===== src/rtl/hz_pkg.sv =====
package hz_pkg;
  // Operand source select, shared by both ALU inputs.
  typedef enum logic [1:0] {
    FWD_RF  = 2'b00,
    FWD_WB  = 2'b01,
    FWD_MEM = 2'b10
  } fwd_sel_e;

  localparam int unsigned HZ_NUM_SRC = 2;
endpackage


===== src/rtl/hz_match.sv =====
// One producer/consumer comparison: a hit needs a live, writing producer
// whose destination is a nonzero register equal to the consumer's source.
module hz_match #(
  parameter int unsigned REG_W = 5
) (
  input  logic [REG_W-1:0] src,
  input  logic [REG_W-1:0] dst,
  input  logic             prod_valid,
  input  logic             prod_we,
  output logic             hit
);
  logic dst_nonzero;

  always_comb begin
    dst_nonzero = (dst != '0);
    hit         = prod_valid && prod_we && dst_nonzero && (src == dst);
  end
endmodule


===== src/rtl/hz_fwd_sel.sv =====
// Bypass select for one ALU operand; the memory stage is younger and wins.
module hz_fwd_sel
  import hz_pkg::*;
#(
  parameter int unsigned REG_W = 5
) (
  input  logic [REG_W-1:0] src,
  input  logic [REG_W-1:0] mem_rd,
  input  logic             mem_valid,
  input  logic             mem_we,
  input  logic [REG_W-1:0] wb_rd,
  input  logic             wb_valid,
  input  logic             wb_we,
  output fwd_sel_e         sel
);
  logic mem_hit;
  logic wb_hit;

  hz_match #(.REG_W(REG_W)) u_mem_cmp (
    .src(src), .dst(mem_rd), .prod_valid(mem_valid), .prod_we(mem_we), .hit(mem_hit)
  );

  hz_match #(.REG_W(REG_W)) u_wb_cmp (
    .src(src), .dst(wb_rd), .prod_valid(wb_valid), .prod_we(wb_we), .hit(wb_hit)
  );

  always_comb begin
    if (mem_hit)     sel = FWD_MEM;
    else if (wb_hit) sel = FWD_WB;
    else             sel = FWD_RF;
  end
endmodule


===== src/rtl/hz_loaduse.sv =====
// Load-use detection between the decode sources and a load in execute.
// A stall is never issued in two consecutive cycles.
module hz_loaduse #(
  parameter int unsigned REG_W   = 5,
  parameter int unsigned NUM_SRC = 2
) (
  input  logic                            clk,
  input  logic                            rst_n,
  input  logic [NUM_SRC-1:0][REG_W-1:0]   dec_src,
  input  logic [NUM_SRC-1:0]              dec_used,
  input  logic [REG_W-1:0]                ex_rd,
  input  logic                            ex_valid,
  input  logic                            ex_we,
  input  logic                            ex_is_load,
  output logic                            stall
);
  logic [NUM_SRC-1:0] src_hit;
  logic               stalled_q;
  logic               need_stall;

  for (genvar i = 0; i < NUM_SRC; i++) begin : g_src
    hz_match #(.REG_W(REG_W)) u_ld_cmp (
      .src       (dec_src[i]),
      .dst       (ex_rd),
      .prod_valid(ex_valid && ex_is_load && dec_used[i]),
      .prod_we   (ex_we),
      .hit       (src_hit[i])
    );
  end

  always_comb begin
    need_stall = |src_hit;
    stall      = need_stall && !stalled_q;
  end

  always_ff @(posedge clk or negedge rst_n) begin
    if (!rst_n) stalled_q <= 1'b0;
    else        stalled_q <= stall;
  end

  AST_STALL_ONE_CYCLE: assert property (@(posedge clk) disable iff (!rst_n)
    stall |=> !stall) else $error("stall held twice");
  AST_STALL_NEEDS_LOAD: assert property (@(posedge clk) disable iff (!rst_n)
    stall |-> (ex_valid && ex_we && ex_is_load && ex_rd != '0)) else $error("stall without load");
endmodule


===== src/rtl/hz_unit.sv =====
module hz_unit
  import hz_pkg::*;
#(
  parameter int unsigned REG_W = 5
) (
  input  logic             clk,
  input  logic             rst_n,
  input  logic [REG_W-1:0] dec_rs1,
  input  logic [REG_W-1:0] dec_rs2,
  input  logic             dec_rs1_used,
  input  logic             dec_rs2_used,
  input  logic [REG_W-1:0] ex_rs1,
  input  logic [REG_W-1:0] ex_rs2,
  input  logic [REG_W-1:0] ex_rd,
  input  logic             ex_valid,
  input  logic             ex_we,
  input  logic             ex_is_load,
  input  logic [REG_W-1:0] mem_rd,
  input  logic             mem_valid,
  input  logic             mem_we,
  input  logic [REG_W-1:0] wb_rd,
  input  logic             wb_valid,
  input  logic             wb_we,
  output logic [1:0]       fwd_a_sel,
  output logic [1:0]       fwd_b_sel,
  output logic             pc_hold,
  output logic             ex_bubble
);
  localparam int unsigned NSRC = HZ_NUM_SRC;

  logic [NSRC-1:0][REG_W-1:0] ex_src;
  logic [NSRC-1:0][REG_W-1:0] dec_src;
  logic [NSRC-1:0]            dec_used;
  fwd_sel_e                   op_sel [NSRC];
  logic                       stall;

  assign ex_src   = {ex_rs2, ex_rs1};
  assign dec_src  = {dec_rs2, dec_rs1};
  assign dec_used = {dec_rs2_used, dec_rs1_used};

  for (genvar i = 0; i < NSRC; i++) begin : g_op
    hz_fwd_sel #(.REG_W(REG_W)) u_sel (
      .src      (ex_src[i]),
      .mem_rd   (mem_rd),
      .mem_valid(mem_valid),
      .mem_we   (mem_we),
      .wb_rd    (wb_rd),
      .wb_valid (wb_valid),
      .wb_we    (wb_we),
      .sel      (op_sel[i])
    );
  end

  hz_loaduse #(.REG_W(REG_W), .NUM_SRC(NSRC)) u_ldu (
    .clk       (clk),
    .rst_n     (rst_n),
    .dec_src   (dec_src),
    .dec_used  (dec_used),
    .ex_rd     (ex_rd),
    .ex_valid  (ex_valid),
    .ex_we     (ex_we),
    .ex_is_load(ex_is_load),
    .stall     (stall)
  );

  assign fwd_a_sel = op_sel[0];
  assign fwd_b_sel = op_sel[1];
  assign pc_hold   = stall;
  assign ex_bubble = stall;

  AST_ZERO_NO_FWD: assert property (@(posedge clk) disable iff (!rst_n)
    (ex_rs1 == '0) |-> (fwd_a_sel == FWD_RF)) else $error("r0 forwarded");
  AST_MEM_OVER_WB: assert property (@(posedge clk) disable iff (!rst_n)
    (mem_valid && mem_we && ex_rs2 != '0 && ex_rs2 == mem_rd) |-> (fwd_b_sel == FWD_MEM))
    else $error("memory stage lost priority");
  AST_WB_NEEDS_PRODUCER: assert property (@(posedge clk) disable iff (!rst_n)
    (fwd_a_sel == FWD_WB) |-> (wb_valid && wb_we && wb_rd == ex_rs1)) else $error("stale wb bypass");
  AST_MEM_NEEDS_PRODUCER: assert property (@(posedge clk) disable iff (!rst_n)
    (fwd_b_sel == FWD_MEM) |-> (mem_valid && mem_we && mem_rd == ex_rs2)) else $error("stale mem bypass");
endmodule


===== config.mk =====
export PLATFORM = sky130hd
export DESIGN_NAME = hz_unit
export DESIGN_NICKNAME = d
export VERILOG_FILES = /design/src/rtl/hz_pkg.sv /design/src/rtl/hz_match.sv /design/src/rtl/hz_fwd_sel.sv /design/src/rtl/hz_loaduse.sv /design/src/rtl/hz_unit.sv
export SDC_FILE = /design/constraint.sdc
export NUM_CORES = 1
export LEC_CHECK = 0
export BUFFER_PORTS_ARGS = -buffer_cell sky130_fd_sc_hd__buf_2
export CAP_MARGIN = 15
export CORE_MARGIN = 3
export CORE_UTILIZATION = 36
export DETAILED_ROUTE_END_ITERATION = 10
export PLACE_DENSITY_LB_ADDON = 0.2
export RECOVER_POWER = 100
export SLEW_MARGIN = 20
export SYNTH_ARGS = -nofsm -noshare
export SYNTH_HDL_FRONTEND = slang
export SYNTH_HIERARCHICAL = 1
export SYNTH_SLANG_ARGS = --single-unit

===== constraint.sdc =====
create_clock -name clk -period 1.3 [get_ports clk]
set_input_delay 0.13 -clock clk [delete_from_list [all_inputs] [get_ports clk]]
set_output_delay 0.13 -clock clk [all_outputs]
set_load 0.01 [all_outputs]

# --- Yosys cells after proc, flatten, opt, wreduce, memory -nomap -nowiden ---
# Cells that the tools add are included.
totals:
  inputBits: 46
  output_inout_bits: 6
  register_bits: 1
  word_cells: 34
classes:
  n_eq_ne: 6
  muxes: 4
  n_reduce_logical: 23
op_table:
  columns: ["operator", "n"]
  rows:
  - ["5-bit equality test", 6]
  - ["1-bit logical AND", 18]
  - ["5-bit nonzero test", 3]
  - ["2-bit two-way mux", 2]
  - ["1-bit two-way mux", 2]
  - ["2-bit OR reduction", 1]
  - ["1-bit logical NOT", 1]

# --- Depth between registers and ports, before layout ---
# Gate-level depths: netlist (run 1).
logic_depth:
  depth_word: 7
  mapped_depth: 5
  mapped_depth_nobuf: 4

# --- Modules after synthesis ---
# The synthesis (run 1) kept the hierarchy.
modules_own_cells:
  columns: ["module", "cells_each", "area_per_inst_um2", "n_inst"]
  rows:
  - ["hz_match", 10, 76.3, 6]
  - ["hz_loaduse", 4, 47.5, 1]
  - ["hz_fwd_sel", 2, 21.3, 2]
  - ["hz_unit", 1, 7.5, 1]

# --- Worst setup path after synthesis (run 1) ---
# No wires, ideal clock.
synth_path:
  path_type: "in2out"
  from: "in ex_rd[2]"
  to: "out pc_hold"
  t_arrival_ps: 964
  slack_ps: 206
  path_buffers: 1
  cell_stages: 5
  t_required_ps: 1170
  path_cell_list: "nor4_1 -> o21ai_0 -> nor3b_2 -> o21ba_1 -> buf_4"
synth_via:
  elab_chain_len: 5
  word_cells_on_any_way: 9
synth_rtl:
  columns: ["element", "line_no", "rtl"]
  rows:
  - ["start, declared", "hz_unit.sv:14", "input logic [REG_W-1:0] ex_rd,"]
  - ["5-bit nonzero test", "hz_match.sv:15", "dst_nonzero = (dst != '0);"]
  - ["1-bit logical AND", "hz_match.sv:16", "hit = prod_valid && prod_we && dst_nonzero && (src == dst);"]
  - ["1-bit logical AND *", "hz_match.sv:16", null]
  - ["named net u_ldu.src_hit[1]", "hz_loaduse.sv:17", "logic [NUM_SRC-1:0] src_hit;"]
  - ["2-bit OR reduction *", "hz_loaduse.sv:32", "need_stall = |src_hit;"]
  - ["1-bit logical AND *", "hz_loaduse.sv:33", "stall = need_stall && !stalled_q;"]
  - ["end, declared", "hz_unit.sv:26", "output logic pc_hold,"]
# The timed path passes the listed nets; every way through them passes the cells marked *.

# --- Final worst setup path (run 1) ---
layout_path:
  from: "in ex_rd[1]"
  to: "out pc_hold"
# Same word-level chain as after synthesis.

==> results_dict.tcl, run 1 <==
set metrics [dict create \
    status "finished, final reports clean" \
    dieArea_um2 2050 \
    drtPass1Iterations 4 \
    finalHoldViolations 0 \
    crit_type "in -> out" \
    post_drt_wl_per_cell_um 11.9 \
    worst_ep_arrival_time_ns 1.12 \
    stdcell_area_um2 863 \
    powerDensity_nw_per_um2 308 \
    grt_overflow 0 \
    fin_cells 133 \
    drive_gt1_share_pct 54.2 \
    irDropWorstVdd_mv 0.193 \
    period_minus_slack_ns 1.25 \
    worst_pin_slew_ns 0.245 \
    post-route-period-util_pct 96.0 \
    synth-seq-cells 1 \
    antenna_left 0 \
    first_global_vias 646 \
    vias 701 \
    regToRegSetupSlack_ns 0.65 \
    synth-simple-area-share_pct 32.9 \
    leakage_nw 0.375 \
    synth_cells 69 \
    cp.required_ns 1.17 \
    yosys_warnings 6 \
    syn_area_per_cell_um2 8.05 \
    hpwlAfterDp_um 1440 \
    ys_types 12 \
    nNetsFinal 166 \
    synth_nets 115 \
    grt_max_degree 5 \
    synthAdderAreaFrac_pct 0 \
    rows 13 \
    routed_wl_um 1580 \
    grt_use_total_pct 15.2 \
    drt_iter0_drc 3 \
    slew_violations 0 \
    grt_setup_unrepaired "true" \
    r2r-start "u_ldu/stalled_q" \
    largest-register "u_ldu/stalled_q" \
    fin_worst_skew_ns 0 \
    end_kind "primary output" \
    syn_to_final_growth_pct 55.4 \
    drc 0 \
    synth_top_family_by_area "XOR/XNOR gates" \
    gp_congestion 0.802 \
    cp-startpoint "ex_rd[1]" \
    rr_worst_depth 1 \
    synthXorXnorAreaFrac_pct 37.8 \
    ys_seq_area_share_pct 4.50 \
    start_kind "primary input" \
    crit_path_end "pc_hold" \
    setup_viol 0 \
    path_clk_slew_ns 0 \
    slew_headroom_pct 83.6 \
    pin_count 52 \
    setup_tns_ns 0 \
    fin_util_pct 63.2 \
    largest_register_ffs 1 \
    clock.fmax_mhz 801 \
    core_area_um2 1370 \
    reg2reg_to "u_ldu/stalled_q" \
    grt_pass1_wl_um 2440 \
    port-buffer-count 51 \
    syn-cell-area_um2 556 \
    via_per_inst 5.27 \
    antenna_found_initial 0 \
    start_util_pct 40.7 \
    diodes 0 \
    dp_cells 132 \
    synth-compound-area-share_pct 16.7 \
    die_y_um 45.3 \
    insertion_delay_ns 0 \
    dpl_cell_area_um2 807 \
    largestRegisters "u_ldu/stalled_q (1)" \
    crit_fanout 4 \
    min_path_type "in -> async" \
    fp.dieW_um 45.3 \
    synth.area.mux_share_pct 0 \
    max_cap_violations 0 \
]
==> critical path: stages <==
cell     delay, ns
buf_4         0.14
nor4_4        0.26
o21ai_1       0.07
nor3b_2       0.15
o21ba_2       0.23
buf_2         0.14
==> cell usage in the layout (no fill, tap or decap) <==
master and count:
buf_2 50, xnor2_1 23, inv_1 6, nand3_1 6, nor3b_2 6, o2111ai_1 5, nor4_1 4, o21ai_0 4
nor2b_4 2, and3_1 2, nor4_4 2, o21ai_1 2, dlygate4sd3_1 1, buf_4 1, o21ba_2 1, xnor2_2 1
o2111ai_2 1, dfrtp_1 1
==> synthesized netlist by cell type (all sizes together) <==
| cell | number | share of area, % |
|---|---|---|
| o2111ai | 6 | 9.5 |
| inv | 6 | 4.1 |
| dfrtp | 1 | 4.5 |
| nor3b | 6 | 14 |
| o21ai | 6 | 5.4 |
| buf | 3 | 4.1 |
| nor2b | 2 | 5.0 |
| nand3 | 6 | 5.4 |
| and3 | 2 | 2.3 |
| nor4 | 6 | 6.8 |
| o21ba | 1 | 1.8 |
| xnor2 | 24 | 38 |
==> layer usage <==
metal	vias to the layer above	share of wire, %	wire length, um	GRT usage, %
li1	350	-	-	-
met3	0	8.8	139	1.20
met1	324	40	634	18.9
met4	0	0	0	0
met2	27	51	805	29.4
met5	-	0	0	0
==> layout make-up <==
cell class,count,area [um2]
Tap cell,15,18.8
Timing Repair Buffer,52,268
Inverter,6,22.5
Sequential cell,1,25.0
Multi-Input combinational cell,59,529
Fill cell,133,503
==> what timing repair did <==
action                                 CTS  global route
hold buffers                             1             0
endpoints found under the hold margin    1             0
setup endpoints to repair                0             2
gates resized for setup                  0            11
buffers inserted                         0             0
==> power breakdown <==
part	switching (mW)	internal [mW]	total (mW)
clock network	0	0	0
registers	0.0000391	0.0319	0.0319
logic	0.108	0.125	0.234
total	0.108	0.157	0.266
==> stage by stage <==
step	worst slack (ns)	total power [mW]	hold slack, ns
finish	0.0523	0.266	0.436
global route	-0.00950	0.291	0.466
CTS	0.0134	0.252	0.443
detailed placement	0.0152	0.248	-0.0931
global placement	0.0788	0.245	-0.0943
floorplan	0.206	0.134	-0.166
==> logic make-up (layout without fill, tap and decap cells) <==
group / after synthesis / count (layout)
compound gates: 13 / 13
buf+inv: 9 / 58
simple gates: 22 / 22
xor+xnor: 24 / 24
flops: 1 / 1
==> how the worst min path moves through the flow <==
| stage | from | to | cells after the start |
|---|---|---|---|
| after floorplan | rst_n | u_ldu/stalled_q | 0 |
| final | rst_n | u_ldu/stalled_q | 2 |
| after CTS | rst_n | u_ldu/stalled_q | 2 |
| after global routing | rst_n | u_ldu/stalled_q | 2 |
| after global placement | rst_n | u_ldu/stalled_q | 1 |
| after detailed placement | rst_n | u_ldu/stalled_q | 1 |
Note: power is estimated with default switching activity, not from simulation.
==> run 2, diff against run 1 <==
CORE_MARGIN = 2   (was 3)
==> results_dict.tcl, run 2 (same netlist as run 1, synthesis figures left out) <==
set metrics [dict create \
    status "finished, final reports clean" \
    dieArea_um2 1870 \
    worst_ep_arrival_time_ns 1.13 \
    slew_violations 0 \
    nNetsFinal 166 \
    path_depth 6 \
    core_area_um2 1470 \
    sequential_cell_area_um2 25.0 \
    fp.dieW_um 43.3 \
    cts_post_setup_buffers_inserted 0 \
    post_drt_wl_per_cell_um 11.3 \
    slowest_stage "nor4_4" \
    slew_headroom_pct 82.8 \
    period_minus_slack_ns 1.26 \
    cp-startpoint "ex_rd[1]" \
    grt_overflow 0 \
    cp.required_ns 1.17 \
    port-buffer-count 51 \
    finalHoldViolations 0 \
    crit_fanout 4 \
    start_kind "primary input" \
    drive_gt1_share_pct 52.5 \
    antenna_left 0 \
    grt_use_total_pct 16.8 \
    path_clk_slew_ns 0 \
    leakage_nw 0.371 \
    antenna_found_initial 0 \
    grt_pass1_wl_um 2550 \
    critPathTopFamily "simple AND/OR/NAND/NOR gates" \
    die_y_um 43.3 \
    cpPeakStageDelay_ns 0.27 \
    diodes 0 \
    regToRegSetupSlack_ns 0.66 \
    clock.fmax_mhz 792 \
    hpwlAfterDp_um 1330 \
    end_kind "primary output" \
    largestRegisters "u_ldu/stalled_q (1)" \
    drc 0 \
    max_cap_violations 0 \
    largest_register_ffs 1 \
    final_common_cell "buf_2" \
    fin_cells 134 \
    post-route-period-util_pct 97.1 \
    rows 14 \
    insertion_delay_ns 0 \
    r2r-start "u_ldu/stalled_q" \
    layout_common_cells "buf_2, xnor2_1" \
    vias 672 \
    pin_count 52 \
    dpl_cell_area_um2 808 \
    multi_input_area_um2 513 \
    start_util_pct 37.8 \
    crit_type "in -> out" \
    irDropWorstVdd_mv 0.187 \
    drtPass1Iterations 4 \
    rr_worst_depth 1 \
    drt_iter0_drc 1 \
    crit_buf_inv 2 \
    reg2reg_to "u_ldu/stalled_q" \
    dp_cells 133 \
    gp_congestion 0.843 \
    powerDensity_nw_per_um2 306 \
    via_per_inst 5.01 \
    first_global_vias 647 \
    min_path_type "in -> async" \
    setup_viol 0 \
    path_cells "buf_4, nor4_4, o21ai_1, nor3b_2, o21ba_1, buf_2" \
    stdcell_area_um2 848 \
    routed_wl_um 1510 \
    fill_cells 154 \
    syn_to_final_growth_pct 52.7 \
    worst_pin_slew_ns 0.258 \
    largest-register "u_ldu/stalled_q" \
    fin_worst_skew_ns 0 \
    grt_max_degree 5 \
]
## run 2: changes by cell type in the layout (fill, tap and decap cells not counted)
cell | previous run | this run
nor4_2 | 0 | 2
nor4_1 | 4 | 3
nor4_4 | 2 | 1
o2111ai_1 | 5 | 6
o2111ai_2 | 1 | 0
o21ba_1 | 0 | 1
o21ba_2 | 1 | 0
xnor2_1 | 23 | 24
xnor2_2 | 1 | 0
## run 2: layout make-up
cell class | instances | area share (%)
multi-input cells | 59 | 60.5
repair buffers | 52 | 31.6
flip-flops and latches | 1 | 2.95
inverters | 6 | 2.65
well taps | 16 | 2.36
## run 2: stage by stage
stage	TNS, ns	hold WS, ns	utilization (%)	worst slack (ns)	total power [mW]
after floorplan	0	-0.166	-	0.206	0.134
after global placement	0	-0.0944	54.9	0.0751	0.245
after detailed placement	0	-0.0932	54.9	0.0612	0.248
after CTS	0	0.438	55.6	0.0577	0.251
after global routing	-0.0178	0.450	57.7	-0.00977	0.286
final	0	0.436	57.7	0.0378	0.260
## run 2: worst max path at each step
stage                end  slack [ns]
2_1_floorplan    pc_hold        0.21
3_3_place_gp   ex_bubble        0.08
3_5_place_dp     pc_hold        0.06
4_1_cts          pc_hold        0.06
5_1_grt          pc_hold       -0.01
6_report         pc_hold        0.04
## run 2: metal layers
layer / wire [um] / global-route usage [%] / up-vias
met5: 0 / 0 / -
met4: 0 / 1.21 / 0
met3: 121 / 1.70 / 0
met2: 772 / 31.9 / 29
met1: 614 / 20.9 / 291
li1: - / - / 352
## run 2: report_power, final
group | internal (mW) | switching [mW]
combinational | 0.123 | 0.105
sequential | 0.0319 | 0.0000245
clock | 0 | 0
total | 0.155 | 0.105
## run 2: what timing repair did
item | in CTS | in global routing
hold buffers | 1 | 0
endpoints found under the hold margin | 1 | 0
gates resized for setup | 0 | 8
setup endpoints to repair | 0 | 3
==> run 3, diff against run 2 <==
CAP_MARGIN = 20   (was 15)
CORE_UTILIZATION = 39   (was 36)
clock period = 1.55 ns   (was 1.3 ns; I/O delays follow)
==> results_dict.tcl, run 3 (same netlist as run 1, synthesis figures left out) <==
set metrics [dict create \
    start_kind "primary input" \
    core_area_um2 1320 \
    irDropWorstVdd_mv 0.215 \
    rows 13 \
    port-buffer-count 51 \
    drtPass1Iterations 4 \
    syn_to_final_growth_pct 43.7 \
    drc 0 \
    antenna_found_initial 0 \
    grt_setup_unrepaired "false" \
    pin_count 52 \
    antenna_left 0 \
    crit_fanout 4 \
    min_path_type "in -> async" \
    grt_use_total_pct 17.5 \
    gp_congestion 0.837 \
    fp.dieW_um 41.7 \
    post_drt_wl_per_cell_um 10.8 \
    fin_worst_skew_ns 0 \
    leakage_nw 0.350 \
    post-route-period-util_pct 89.0 \
    grt_overflow 0 \
    clock.fmax_mhz 725 \
    first_global_vias 649 \
    largest_register_ffs 1 \
    worst_hold_slack_ns 0.466 \
    nNetsFinal 166 \
    max_cap_violations 0 \
    period_minus_slack_ns 1.38 \
    path_clk_slew_ns 0 \
    largestRegisters "u_ldu/stalled_q (1)" \
    drive_gt1_share_pct 44.9 \
    cp.required_ns 1.39 \
    layout_common_cells "buf_2, xnor2_1" \
    final_common_cell "buf_2" \
    drt_iter0_drc 8 \
    slew_headroom_pct 68.4 \
    setup_viol 0 \
    routed_wl_um 1440 \
    dieArea_um2 1740 \
    via_per_inst 5.05 \
    largest-register "u_ldu/stalled_q" \
    finalHoldViolations 0 \
    diodes 0 \
    setup_tns_ns 0 \
    powerDensity_nw_per_um2 259 \
    crit_type "in -> out" \
    start_util_pct 42.2 \
    vias 672 \
    grt_max_degree 5 \
    worst_pin_slew_ns 0.473 \
    die_y_um 41.7 \
    worst_ep_arrival_time_ns 1.22 \
    cts_post_setup_buffers_inserted 0 \
    slew_violations 0 \
    end_kind "primary output" \
    status "finished, final reports clean" \
    grt_pass1_wl_um 2560 \
    insertion_delay_ns 0 \
]
[run 3: final timing paths]
kind | start | endpoint | slack, ns | depth (start not counted)
hold reg to reg | u_ldu/stalled_q | u_ldu/stalled_q | 0.52 | 1
setup reg to reg | u_ldu/stalled_q | u_ldu/stalled_q | 0.89 | 1
min in group clk | u_ldu/stalled_q | u_ldu/stalled_q | 0.52 | 1
setup / recovery | mem_rd[0] | fwd_b_sel[1] | 0.17 | 5
hold / removal | rst_n | u_ldu/stalled_q | 0.47 | 2
max in group asynchronous | rst_n | u_ldu/stalled_q | 1.00 | 2
[run 3: through the flow]
stage	instance area [um2]	std cells	setup WS [ns]	utilization (%)	power, mW
2_1_floorplan	556	69	0.406	-	0.113
3_3_place_gp	807	132	0.274	61.3	0.205
3_5_place_dp	807	132	0.244	61.3	0.208
4_1_cts	817	133	0.230	62.0	0.210
5_1_grt	798	133	0.0844	60.6	0.226
6_report	798	133	0.171	60.6	0.207
[run 3: cell type report]
type | instances | area, um2
well taps | 15 | 18.8
fillers | 144 | 519
multi-input cells | 59 | 470
repair buffers | 52 | 262
flip-flops and latches | 1 | 25.0
inverters | 6 | 22.5
[run 3: routing by layer]
metal / up-vias / wire length (um) / global-route usage, %
li1: 351 / - / -
met1: 294 / 581 / 21.4
met2: 27 / 768 / 35.3
met3: 0 / 93 / 0
met4: 0 / 0 / 0
met5: - / 0 / 0
[run 3: where the power goes]
part | switching [mW] | internal [mW] | total, mW | leakage [nW]
combinational | 0.0802 | 0.0997 | 0.180 | 0.336
clock | 0 | 0 | 0 | 0
sequential | 0.0000361 | 0.0267 | 0.0268 | 0.0140
total | 0.0802 | 0.126 | 0.207 | 0.350
[run 3: critical path, cell delays in order]
cell	delay, ns
buf_2	0.13
xnor2_1	0.15
o2111ai_1	0.12
nor3b_1	0.44
buf_2	0.23
[run 3: what timing repair did]
action	CTS	global route
resized for setup	0	0
hold buffers	1	0
endpoints found under the hold margin	1	0
